[src/rtl/simt_pkg.sv]
package simt_pkg;

  localparam int LANES = 32;
  localparam int CNT_W = 8;

  typedef logic [LANES-1:0] mask_t;
  typedef logic [CNT_W-1:0] cnt_t;

  typedef enum logic [1:0] {
    PH_TAKEN = 2'd0,
    PH_NOT   = 2'd1,
    PH_TAIL  = 2'd2,
    PH_DONE  = 2'd3
  } phase_e;

  typedef struct packed {
    mask_t  entry;
    mask_t  tmask;
    mask_t  nmask;
    cnt_t   tlen;
    cnt_t   nlen;
    cnt_t   klen;
    cnt_t   rem;
    phase_e phase;
  } frame_t;

  function automatic frame_t idle_frame();
    frame_t r;
    r = '0;
    r.phase = PH_DONE;
    return r;
  endfunction

  function automatic phase_e phase_after(phase_e p);
    phase_e r;
    case (p)
      PH_TAKEN: r = PH_NOT;
      PH_NOT:   r = PH_TAIL;
      default:  r = PH_DONE;
    endcase
    return r;
  endfunction

  // Enter phase p, or the first later phase that has live lanes and a length.
  function automatic frame_t enter_phase(frame_t f, phase_e p);
    frame_t r;
    r = f;
    r.phase = PH_DONE;
    r.rem = '0;
    if (p == PH_TAKEN && f.tmask != '0 && f.tlen != '0) begin
      r.phase = PH_TAKEN;
      r.rem = f.tlen;
    end else if ((p == PH_TAKEN || p == PH_NOT) && f.nmask != '0 && f.nlen != '0) begin
      r.phase = PH_NOT;
      r.rem = f.nlen;
    end else if (p != PH_DONE && f.entry != '0 && f.klen != '0) begin
      r.phase = PH_TAIL;
      r.rem = f.klen;
    end
    return r;
  endfunction

  function automatic mask_t phase_mask(frame_t f);
    mask_t m;
    case (f.phase)
      PH_TAKEN: m = f.tmask;
      PH_NOT:   m = f.nmask;
      PH_TAIL:  m = f.entry;
      default:  m = '0;
    endcase
    return m;
  endfunction

endpackage

[src/rtl/simt_popcnt.sv]
module simt_popcnt #(
  parameter int W  = 32,
  localparam int CW = $clog2(W + 1)
) (
  input  logic [W-1:0]  vec,
  output logic [CW-1:0] cnt
);

  always_comb begin
    cnt = '0;
    for (int i = 0; i < W; i++) begin
      cnt = cnt + CW'(vec[i]);
    end
  end

endmodule

[src/rtl/simt_frame_load.sv]
module simt_frame_load
  import simt_pkg::*;
(
  input  mask_t  entry,
  input  mask_t  pred,
  input  cnt_t   tlen,
  input  cnt_t   nlen,
  input  cnt_t   klen,
  output frame_t frame,
  output logic   live
);

  frame_t raw;

  always_comb begin
    raw       = idle_frame();
    raw.entry = entry;
    raw.tmask = entry & pred;
    raw.nmask = entry & ~pred;
    raw.tlen  = tlen;
    raw.nlen  = nlen;
    raw.klen  = klen;
    frame     = enter_phase(raw, PH_TAKEN);
    live      = (frame.phase != PH_DONE);
  end

endmodule

[src/rtl/simt_frame_step.sv]
module simt_frame_step
  import simt_pkg::*;
(
  input  frame_t cur,
  output frame_t nxt
);

  always_comb begin
    nxt = cur;
    if (cur.phase != PH_DONE) begin
      if (cur.rem > cnt_t'(1)) begin
        nxt.rem = cur.rem - cnt_t'(1);
      end else begin
        nxt = enter_phase(cur, phase_after(cur.phase));
      end
    end
  end

endmodule

[src/rtl/simt_recon_stack.sv]
module simt_recon_stack
  import simt_pkg::*;
#(
  parameter int DEPTH = 4,
  localparam int PW = $clog2(DEPTH + 1),
  localparam int IW = (DEPTH > 1) ? $clog2(DEPTH) : 1
) (
  input  logic   clk,
  input  logic   rst_n,
  input  logic   push,
  input  logic   pop,
  input  frame_t din,
  output frame_t dout,
  output logic   empty,
  output logic   full
);

  logic [PW-1:0] ptr_q, ptr_d;
  logic          ptr_en;
  frame_t        mem [DEPTH];
  logic [IW-1:0] wr_idx, rd_idx;

  assign empty  = (ptr_q == '0);
  assign full   = (ptr_q == PW'(DEPTH));
  assign wr_idx = IW'(ptr_q);
  assign rd_idx = IW'(ptr_q - PW'(1));
  assign dout   = empty ? idle_frame() : mem[rd_idx];
  assign ptr_en = push | pop;

  always_comb begin
    ptr_d = ptr_q;
    if (push)     ptr_d = ptr_q + PW'(1);
    else if (pop) ptr_d = ptr_q - PW'(1);
  end

  always_ff @(posedge clk or negedge rst_n) begin
    if (!rst_n)      ptr_q <= '0;
    else if (ptr_en) ptr_q <= ptr_d;
  end

  for (genvar g = 0; g < DEPTH; g++) begin : g_slot
    always_ff @(posedge clk) begin
      if (push && wr_idx == IW'(g)) mem[g] <= din;
    end
  end


  no_push_full_chk: assert property (@(posedge clk) disable iff (!rst_n)
    full |-> !push);


  no_pop_empty_chk: assert property (@(posedge clk) disable iff (!rst_n)
    empty |-> !pop);


  push_pop_excl_chk: assert property (@(posedge clk) disable iff (!rst_n)
    !(push && pop));

endmodule

[src/rtl/simt_div_seq.sv]
module simt_div_seq
  import simt_pkg::*;
#(
  parameter int STK_DEPTH = 4,
  parameter int STAT_W    = 32,
  localparam int PC_W     = $clog2(LANES + 1)
) (
  input  logic              clk,
  input  logic              rst_n,
  input  logic              br_start,
  input  logic [LANES-1:0]  warp_mask,
  input  logic [LANES-1:0]  br_pred,
  input  logic [CNT_W-1:0]  len_taken,
  input  logic [CNT_W-1:0]  len_not,
  input  logic [CNT_W-1:0]  len_tail,
  output logic              issue_valid,
  output logic [LANES-1:0]  issue_mask,
  output logic [STAT_W-1:0] issue_cycles,
  output logic [STAT_W-1:0] lane_cycles,
  output logic              stack_ovf
);

  // reset: asserted asynchronously, released on the clock
  logic [1:0] rs_q;
  logic       rst_ns;

  always_ff @(posedge clk or negedge rst_n) begin
    if (!rst_n) rs_q <= '0;
    else        rs_q <= {rs_q[0], 1'b1};
  end
  assign rst_ns = rs_q[1];

  frame_t act_q, act_d;
  frame_t step_f, new_f, ret_f, stk_top;
  logic   new_live, ret_live, idle, act_en;
  logic   push, pop, stk_empty, stk_full;
  logic   ovf_q, ovf_d, ovf_en;
  mask_t  entry_sel;
  logic [PC_W-1:0]   lanes_now;
  logic [STAT_W-1:0] icyc_q, icyc_d, lcyc_q, lcyc_d;

  assign idle        = (act_q.phase == PH_DONE);
  assign issue_valid = !idle;
  assign issue_mask  = phase_mask(act_q);
  assign entry_sel   = idle ? warp_mask : issue_mask;

  simt_frame_load u_load (
    .entry (entry_sel),
    .pred  (br_pred),
    .tlen  (len_taken),
    .nlen  (len_not),
    .klen  (len_tail),
    .frame (new_f),
    .live  (new_live)
  );

  simt_frame_step u_step (
    .cur (act_q),
    .nxt (step_f)
  );

  simt_recon_stack #(.DEPTH(STK_DEPTH)) u_stack (
    .clk   (clk),
    .rst_n (rst_ns),
    .push  (push),
    .pop   (pop),
    .din   (ret_f),
    .dout  (stk_top),
    .empty (stk_empty),
    .full  (stk_full)
  );

  simt_popcnt #(.W(LANES)) u_pop (
    .vec (issue_mask),
    .cnt (lanes_now)
  );

  // next-state: frame sequencing
  always_comb begin
    ret_f    = idle ? act_q : step_f;
    ret_live = (ret_f.phase != PH_DONE);
    act_d    = ret_f;
    push     = 1'b0;
    pop      = 1'b0;
    ovf_d    = ovf_q;
    if (br_start && new_live) begin
      if (ret_live) begin
        if (stk_full) begin
          ovf_d = 1'b1;
        end else begin
          push  = 1'b1;
          act_d = new_f;
        end
      end else begin
        act_d = new_f;
      end
    end else if (!ret_live && !stk_empty) begin
      pop   = 1'b1;
      act_d = stk_top;
    end
  end

  assign act_en = !idle || br_start;
  assign ovf_en = br_start && !ovf_q;

  // next-state: statistics
  always_comb begin
    icyc_d = icyc_q + STAT_W'(1);
    lcyc_d = lcyc_q + STAT_W'(lanes_now);
  end

  always_ff @(posedge clk or negedge rst_ns) begin
    if (!rst_ns)     act_q <= idle_frame();
    else if (act_en) act_q <= act_d;
  end

  always_ff @(posedge clk or negedge rst_ns) begin
    if (!rst_ns)     ovf_q <= 1'b0;
    else if (ovf_en) ovf_q <= ovf_d;
  end

  always_ff @(posedge clk or negedge rst_ns) begin
    if (!rst_ns) begin
      icyc_q <= '0;
      lcyc_q <= '0;
    end else if (issue_valid) begin
      icyc_q <= icyc_d;
      lcyc_q <= lcyc_d;
    end
  end

  assign issue_cycles = icyc_q;
  assign lane_cycles  = lcyc_q;
  assign stack_ovf    = ovf_q;


  no_empty_issue_chk: assert property (@(posedge clk) disable iff (!rst_ns)
    issue_valid |-> (issue_mask != '0));


  lane_step_chk: assert property (@(posedge clk) disable iff (!rst_ns)
    issue_valid |=> (lane_cycles - $past(lane_cycles)) == STAT_W'($countones($past(issue_mask))));


  stat_hold_chk: assert property (@(posedge clk) disable iff (!rst_ns)
    !issue_valid |=> ($stable(issue_cycles) && $stable(lane_cycles)));


  ovf_sticky_chk: assert property (@(posedge clk) disable iff (!rst_ns)
    stack_ovf |=> stack_ovf);


  nest_live_chk: assert property (@(posedge clk) disable iff (!rst_ns)
    !stk_empty |-> issue_valid);

endmodule

[config.mk]
export PLATFORM = sky130hd
export DESIGN_NAME = simt_div_seq
export DESIGN_NICKNAME = d
export VERILOG_FILES = /design/src/rtl/simt_pkg.sv /design/src/rtl/simt_popcnt.sv /design/src/rtl/simt_frame_load.sv /design/src/rtl/simt_frame_step.sv /design/src/rtl/simt_recon_stack.sv /design/src/rtl/simt_div_seq.sv
export SDC_FILE = /design/constraint.sdc
export NUM_CORES = 1
export LEC_CHECK = 0
export ABC_AREA = 1
export BUFFER_PORTS_ARGS = -buffer_cell sky130_fd_sc_hd__buf_2
export CAP_MARGIN = 20
export CORE_MARGIN = 1.5
export CORE_UTILIZATION = 35
export DETAILED_ROUTE_END_ITERATION = 6
export PLACE_DENSITY_LB_ADDON = 0.2
export SYNTH_ARGS = -nofsm -noshare
export SYNTH_HDL_FRONTEND = slang
export SYNTH_HIERARCHICAL = 1
export SYNTH_SLANG_ARGS = --single-unit
export TNS_END_PERCENT = 10
[constraint.sdc]
create_clock -name clk -period 6.76 [get_ports clk]
set_input_delay 0.338 -clock clk [delete_from_list [all_inputs] [get_ports clk]]
set_output_delay 0.338 -clock clk [all_outputs]
set_load 0.03 [all_outputs]
**After elaboration in Yosys (flattened, before gate mapping)**

Memories as Yosys holds them, arrays and structs flattened.
Cells that the tools add are included.

- Register bits after elaboration: 200
- Memory bits (writable): 520
- Bits of input ports: 91
- Logic and storage cells: 155
- Memories kept: 1

- Add/sub/neg operators: 36
- Order comparisons: 1
- Equality and inequality tests: 12
- Multiplexer cells: 44
- Bitwise logic cells: 4
- Reductions and logical operators: 44

Memories:

| memory | depth | width | read ports | clocked after memory_dff | write ports | line | RTL |
|---|---|---|---|---|---|---|---|
| u_stack.mem | 4 | 130 | 1 | 0 | 1 | simt_recon_stack.sv:20 | `frame_t mem [DEPTH];` |

Operators by type and width:

| kind | count |
|---|---|
| $mux 130 | 8 |
| $reduce_or 130->1 | 3 |
| $reduce_bool 32->1 | 6 |
| $add 6x1->6 | 30 |
| $pmux 32 s3 | 1 |
| $mux 10 | 8 |
| $and 32x32->32 | 2 |
| $reduce_bool 8->1 | 6 |
| $add 32x1->32 const B | 1 |
| $add 32x6->32 | 1 |
| $mux 32 | 1 |
| $not 32->32 | 1 |
| $logic_and 1x1->1 | 16 |
| $mux 1 | 16 |
| $mux 2 | 6 |
| $eq 2x2->1 const B | 4 |
| $gt 8x1->1 const B | 1 |
| $mux 8 | 1 |
| $ne 2x2->1 const B | 4 |
| $sub 8x1->8 const B | 1 |
| $eq 2x1->1 const B | 3 |
| $logic_not 2->1 | 3 |
| $mux 3 | 2 |
| $logic_not 1->1 | 4 |
| other kinds (11) | 12 |

**Depth between registers and ports, before layout**

- Depth in word-level cells: 34
- Depth in mapped cells: 34

**Cells and area by module**

The synthesis kept the hierarchy.

Modules (own cells, without submodules):

| module | times used | cells an instance | area an instance (sq um) | seq. area each (sq um) |
|---|---|---|---|---|
| simt_recon_stack | 1 | 2078 | 22226.3 | 15690.0 |
| simt_div_seq | 1 | 2545 | 15620.0 | 4932.2 |
| simt_frame_load | 1 | 375 | 1771.7 | 0.0 |
| simt_frame_step | 1 | 291 | 1681.6 | 0.0 |
| simt_popcnt | 1 | 109 | 885.8 | 0.0 |

**Worst setup path after synthesis**

OpenSTA, ideal clock, no wires.

- Kind: reg2reg
- Start point: reg act_q[0] in the netlist's numbering
- End point: reg lcyc_q[23], in the netlist lane_cycles[23]
- Setup time: 0.118 ns
- Data arrival time: 6.826 ns
- Slack: -0.184 ns
- Cell stages (with the launch flop): 31
- Cells stage by stage: dfstp_2 -> inv_1 -> nand2_1 -> clkinv_1 -> buf_2 -> nand2_1 -> nand3_1 -> inv_1 -> fa_1 -> fa_1 -> inv_1 -> fa_1 -> inv_1 -> fa_1 -> fa_1 -> fa_1 -> fa_1 -> fa_1 -> inv_1 -> nand3_1 -> nand3_1 -> nand2_1 -> ha_1 -> nand2_1 -> nor2_1 -> nand3_1 -> nand2_1 -> clkbuf_1 -> nand3_1 -> nand2_1 -> nand2_1

- Elaborated cells between the ends (all ways): 37

RTL lines:

| item | line | RTL |
|---|---|---|
| start, declared | simt_div_seq.sv:33 | `frame_t act_q, act_d;` |
| start signal, assigned | simt_div_seq.sv:113 | `if (!rst_ns) act_q <= idle_frame();` |
| start signal, assigned | simt_div_seq.sv:114 | `else if (act_en) act_q <= act_d;` |
| $eq 2x2->1, or another cell as far along | simt_pkg.sv:65 | `case (f.phase)` |
| $pmux 32 s3 * | simt_pkg.sv:65 |  |
| named net issue_mask[27] | simt_div_seq.sv:17 | `output logic [LANES-1:0] issue_mask,` |
| $add 6x1->6 * (5 in series) | simt_popcnt.sv:12 | `cnt = cnt + CW'(vec[i]);` |
| named net lanes_now[4] | simt_div_seq.sv:39 | `logic [PC_W-1:0] lanes_now;` |
| $add 32x6->32 * | simt_div_seq.sv:109 | `lcyc_d = lcyc_q + STAT_W'(lanes_now);` |
| end signal, assigned | simt_div_seq.sv:128 | `lcyc_q <= lcyc_d;` |
| end, declared | simt_div_seq.sv:40 | `logic [STAT_W-1:0] icyc_q, icyc_d, lcyc_q, lcyc_d;` |

Mark *: on every way through the listed nets, which the timed path passes. The rest lies on a longest branch.
A chain may end at the register's enable or synchronous reset.

**Worst setup path after layout**

- Start point: reg act_q[1] in the netlist's numbering
- End point: reg lcyc_q[11], in the netlist lane_cycles[11]

- Cells in the longest elaborated chain, start to end: 34
- Elaborated cells between the ends (all ways): 37

Ends and longest elaborated chain:

| item | line |
|---|---|
| $eq 2x2->1, or another cell as far along | simt_pkg.sv:65 |
| $pmux 32 s3 * | simt_pkg.sv:65 |
| $add 1x1->2 | simt_popcnt.sv:12 |
| $add 6x1->6 (29 in series) | simt_popcnt.sv:12 |
| $add 6x1->6 * | simt_popcnt.sv:12 |
| named net lanes_now[4] | simt_div_seq.sv:39 |
| $add 32x6->32 * | simt_div_seq.sv:109 |

Marks and branches as above.

==> results.md <==
| Stage | Result | Value |
| --- | --- | --- |
| cts | Largest buffer count on any clock path | 3 |
| timing | RSZ-0062 raised after global routing | yes |
| timing | Worst-case clock skew | 0.0403 ns |
| cells and area | FF/Latch Area | 19500 µm² |
| setup path | Worst path max stage delay | 0.61 ns |
| timing | Slew of the pin with the lowest slew margin | 1.03 ns |
| timing | Final max-slew violation count | 0 |
| die | Die span in y | 342 µm |
| cells and area | Commonest cells after routing, fill and taps aside | nand2_1, inv_1, nand3_1 |
| timing | Setup violation total in the final timing report | 0 |
| cells and area | Total number of nets in the final design | 5265 |
| timing | Rel. slew slack | 31.6% |
| die | Standard-cell rows | 124 |
| cts | Root buffer cell | clkbuf_16 |
| setup path | Worst Setup End Kind | flip-flop |
| timing | Total Negative Setup Slacks | 0 ns |
| cells and area | Antenna cell count | 0 |
| global routing | Number of global-route vias before repair | 30500 |
| global routing | Maximum number of pins on one net before global-route repair | 111 |
| place | Placed wire-length estimate | 84600 µm |
| die | Core ar. | 114000 µm² |
| cells and area | Layout cell share with drive strength beyond 1 | 10.5% |
| min path | Type of the tightest min-delay check | primary input to flip-flop |
| setup path | Most repeated library cell on the critical path | fa_1 |
| setup path | Critical Path Fanout Max | 13 |
| setup path | CP Data Arrival Time | 7.24 ns |
| cts | Insertion delay to the later sink of the worst-skew pair | 0.68 ns |
| cells and area | Leading cell type in the layout, fill and taps excluded | nand2_1 |
| route | Routed wire length | 129000 µm |
| route | Total number of vias | 33000 |
| route | Residual antenna-violating net count after detailed routing | 0 |
| timing | Highest attainable clock frequency | 149 MHz |
| route | Drt pass-1 iters | 5 |
| cells and area | Final standard cell utilization of the core | 39.0% |
| setup path | Kind of start point of the critical path | flip-flop |
| cells and area | Filler cells | 11700 |
| min path | Startpoint of the worst hold path | len_not[5] |
| run status | Run status | finished, final reports clean |
| die | Num ports | 189 |
| setup path | Type of the setup path with the least slack | flip-flop to flip-flop |
| setup path | Critical path launch point | act_q[1] |
| cts | Clock input transition at the sequential cells of the worst setup and hold paths | 0.06 ns |
| setup path | Startpoint of the worst register-to-register path | act_q[1] |
| cts | Clk sinks | 680 |
| cts | Clock tree from TritonCTS | built |
| timing | Fraction of the cycle the final worst path needs | 99.4% |
| die | Die outline width | 342 µm |
| global routing | Antenna violations before repair | 1 |
| cts | Number of clock buffers inserted by TritonCTS | 82 |
| flow run | Maxcap violations | 0 |
| logic synthesis | Syn Std Cell Area | 40100 µm² |
| route | Detailed-route wire length per cell | 19.3 µm |
| die | Starting density of the core | 35.2% |
| route | Post-detailed-route via-to-cell ratio | 4.92 |
| logic synthesis | Syn Nets | 5288 |
| logic synthesis | Count of synthesis-stage warnings from yosys | 6 |
| setup path | Data required time of the critical path | 7.28 ns |
| global routing | First-pass GRT wire length | 194000 µm |
| route | Number of remaining DRC errors | 0 |
| die | Floorplan die area | 117000 µm² |
| cts | H-tree levels | 3 |
| timing | Time the final worst path needs with I/O delays and setup | 6.72 ns |
| logic synthesis | Cell count after synthesis | 5150 |
| cells and area | Area Growth Syn to Fin | 10.9% |
| route | Violation count after the first detailed-route iteration | 3045 |
| timing | Smallest setup slack after layout | 0.0408 ns |
| global routing | GRT Overall Usage | 21.8% |
| setup path | Cell with the largest stage delay on the worst path | dfstp_2 |
| global routing | Remaining Overflow, GRT | 0 |
| place | Gpl congestion | 0.920 |
| place | Port Buffer Count | 188 |
| timing | Hold violation total from the final report | 0 |
| logic synthesis | Synth Area per Inst | 7.79 µm² |
| place | Setup Slack @ Placement | -0.184 ns |
| cells and area | Area of combinational cells with multiple inputs | 14700 µm² |
-- metrics by stage --
| step | hold WS, ns | area, µm² | cells |
|---|---|---|---|
| 5_1_grt | 0.0717 | 44500 | 6709 |
| 2_1_floorplan | 0.0424 | 40100 | 5150 |
| 4_1_cts | 0.0110 | 44200 | 6701 |
| 3_5_place_dp | 0.129 | 41400 | 6538 |
| 3_3_place_gp | 0.125 | 41400 | 6538 |
| 6_report | 0.0496 | 44500 | 6709 |
-- worst paths after layout --
| check | endpoint | depth (start not counted) | slack (ns) |
|---|---|---|---|
| hold reg to reg | u_stack/ptr_q[1] | 0 | 0.31 |
| hold / removal | act_q[23] | 3 | 0.05 |
| setup reg to reg | lane_cycles[11] | 28 | 0.04 |
| setup / recovery | lane_cycles[11] | 28 | 0.04 |
| min in group asynchronous | u_stack/ptr_q[1] | 0 | 0.31 |
| max in group asynchronous | act_q[50] | 2 | 4.53 |
-- critical path, delay by kind of cell (launching register included) --
kind                       cells  cell delay (ns)
DFF                            1             0.61
xor gates and xnor gates       1             0.16
adders and majority gates      9             4.18
and+or+nand+nor               11             0.94
buffers and inverters          7             0.66
-- registers in the layout, summed over array words and instances, names as in the netlist --
name and cells:
u_stack/ptr_q 3, u_stack/mem 488, stack_ovf 1, act_q 122, rs_q 2, issue_cycles 32, lane_cycles 32
-- per-layer routing --
| layer | GRT usage, % | vias up | part of all wire (%) |
|---|---|---|---|
| li1 | - | 15900 | - |
| met1 | 31.2 | 15800 | 45 |
| met2 | 34.1 | 1082 | 45 |
| met3 | 3.46 | 158 | 7.4 |
| met4 | 6.15 | 0 | 2.5 |
| met5 | 0 | - | 0 |
-- cell type report --
type	instances	share of cell area, %
flip-flops and latches	680	43.8
well taps	1512	4.25
clock inverters	45	0.937
repair buffers	302	4.67
clock buffers	109	5.00
inverters	986	8.41
multi-input cells	3075	33.0
-- what timing repair did --
action | 4_1_cts | 5_1_grt
endpoints found under the setup margin | 23 | 28
endpoints found under the hold margin | 7 | 0
resized for setup | 14 | 54
setup buffers | 2 | 7
hold buffers | 7 | 0
gates cloned | 0 | 1
pin swaps | 4 | 32
Power is not shown: default switching activity piles up to over one toggle a cycle in this logic, so the estimate is an artifact.
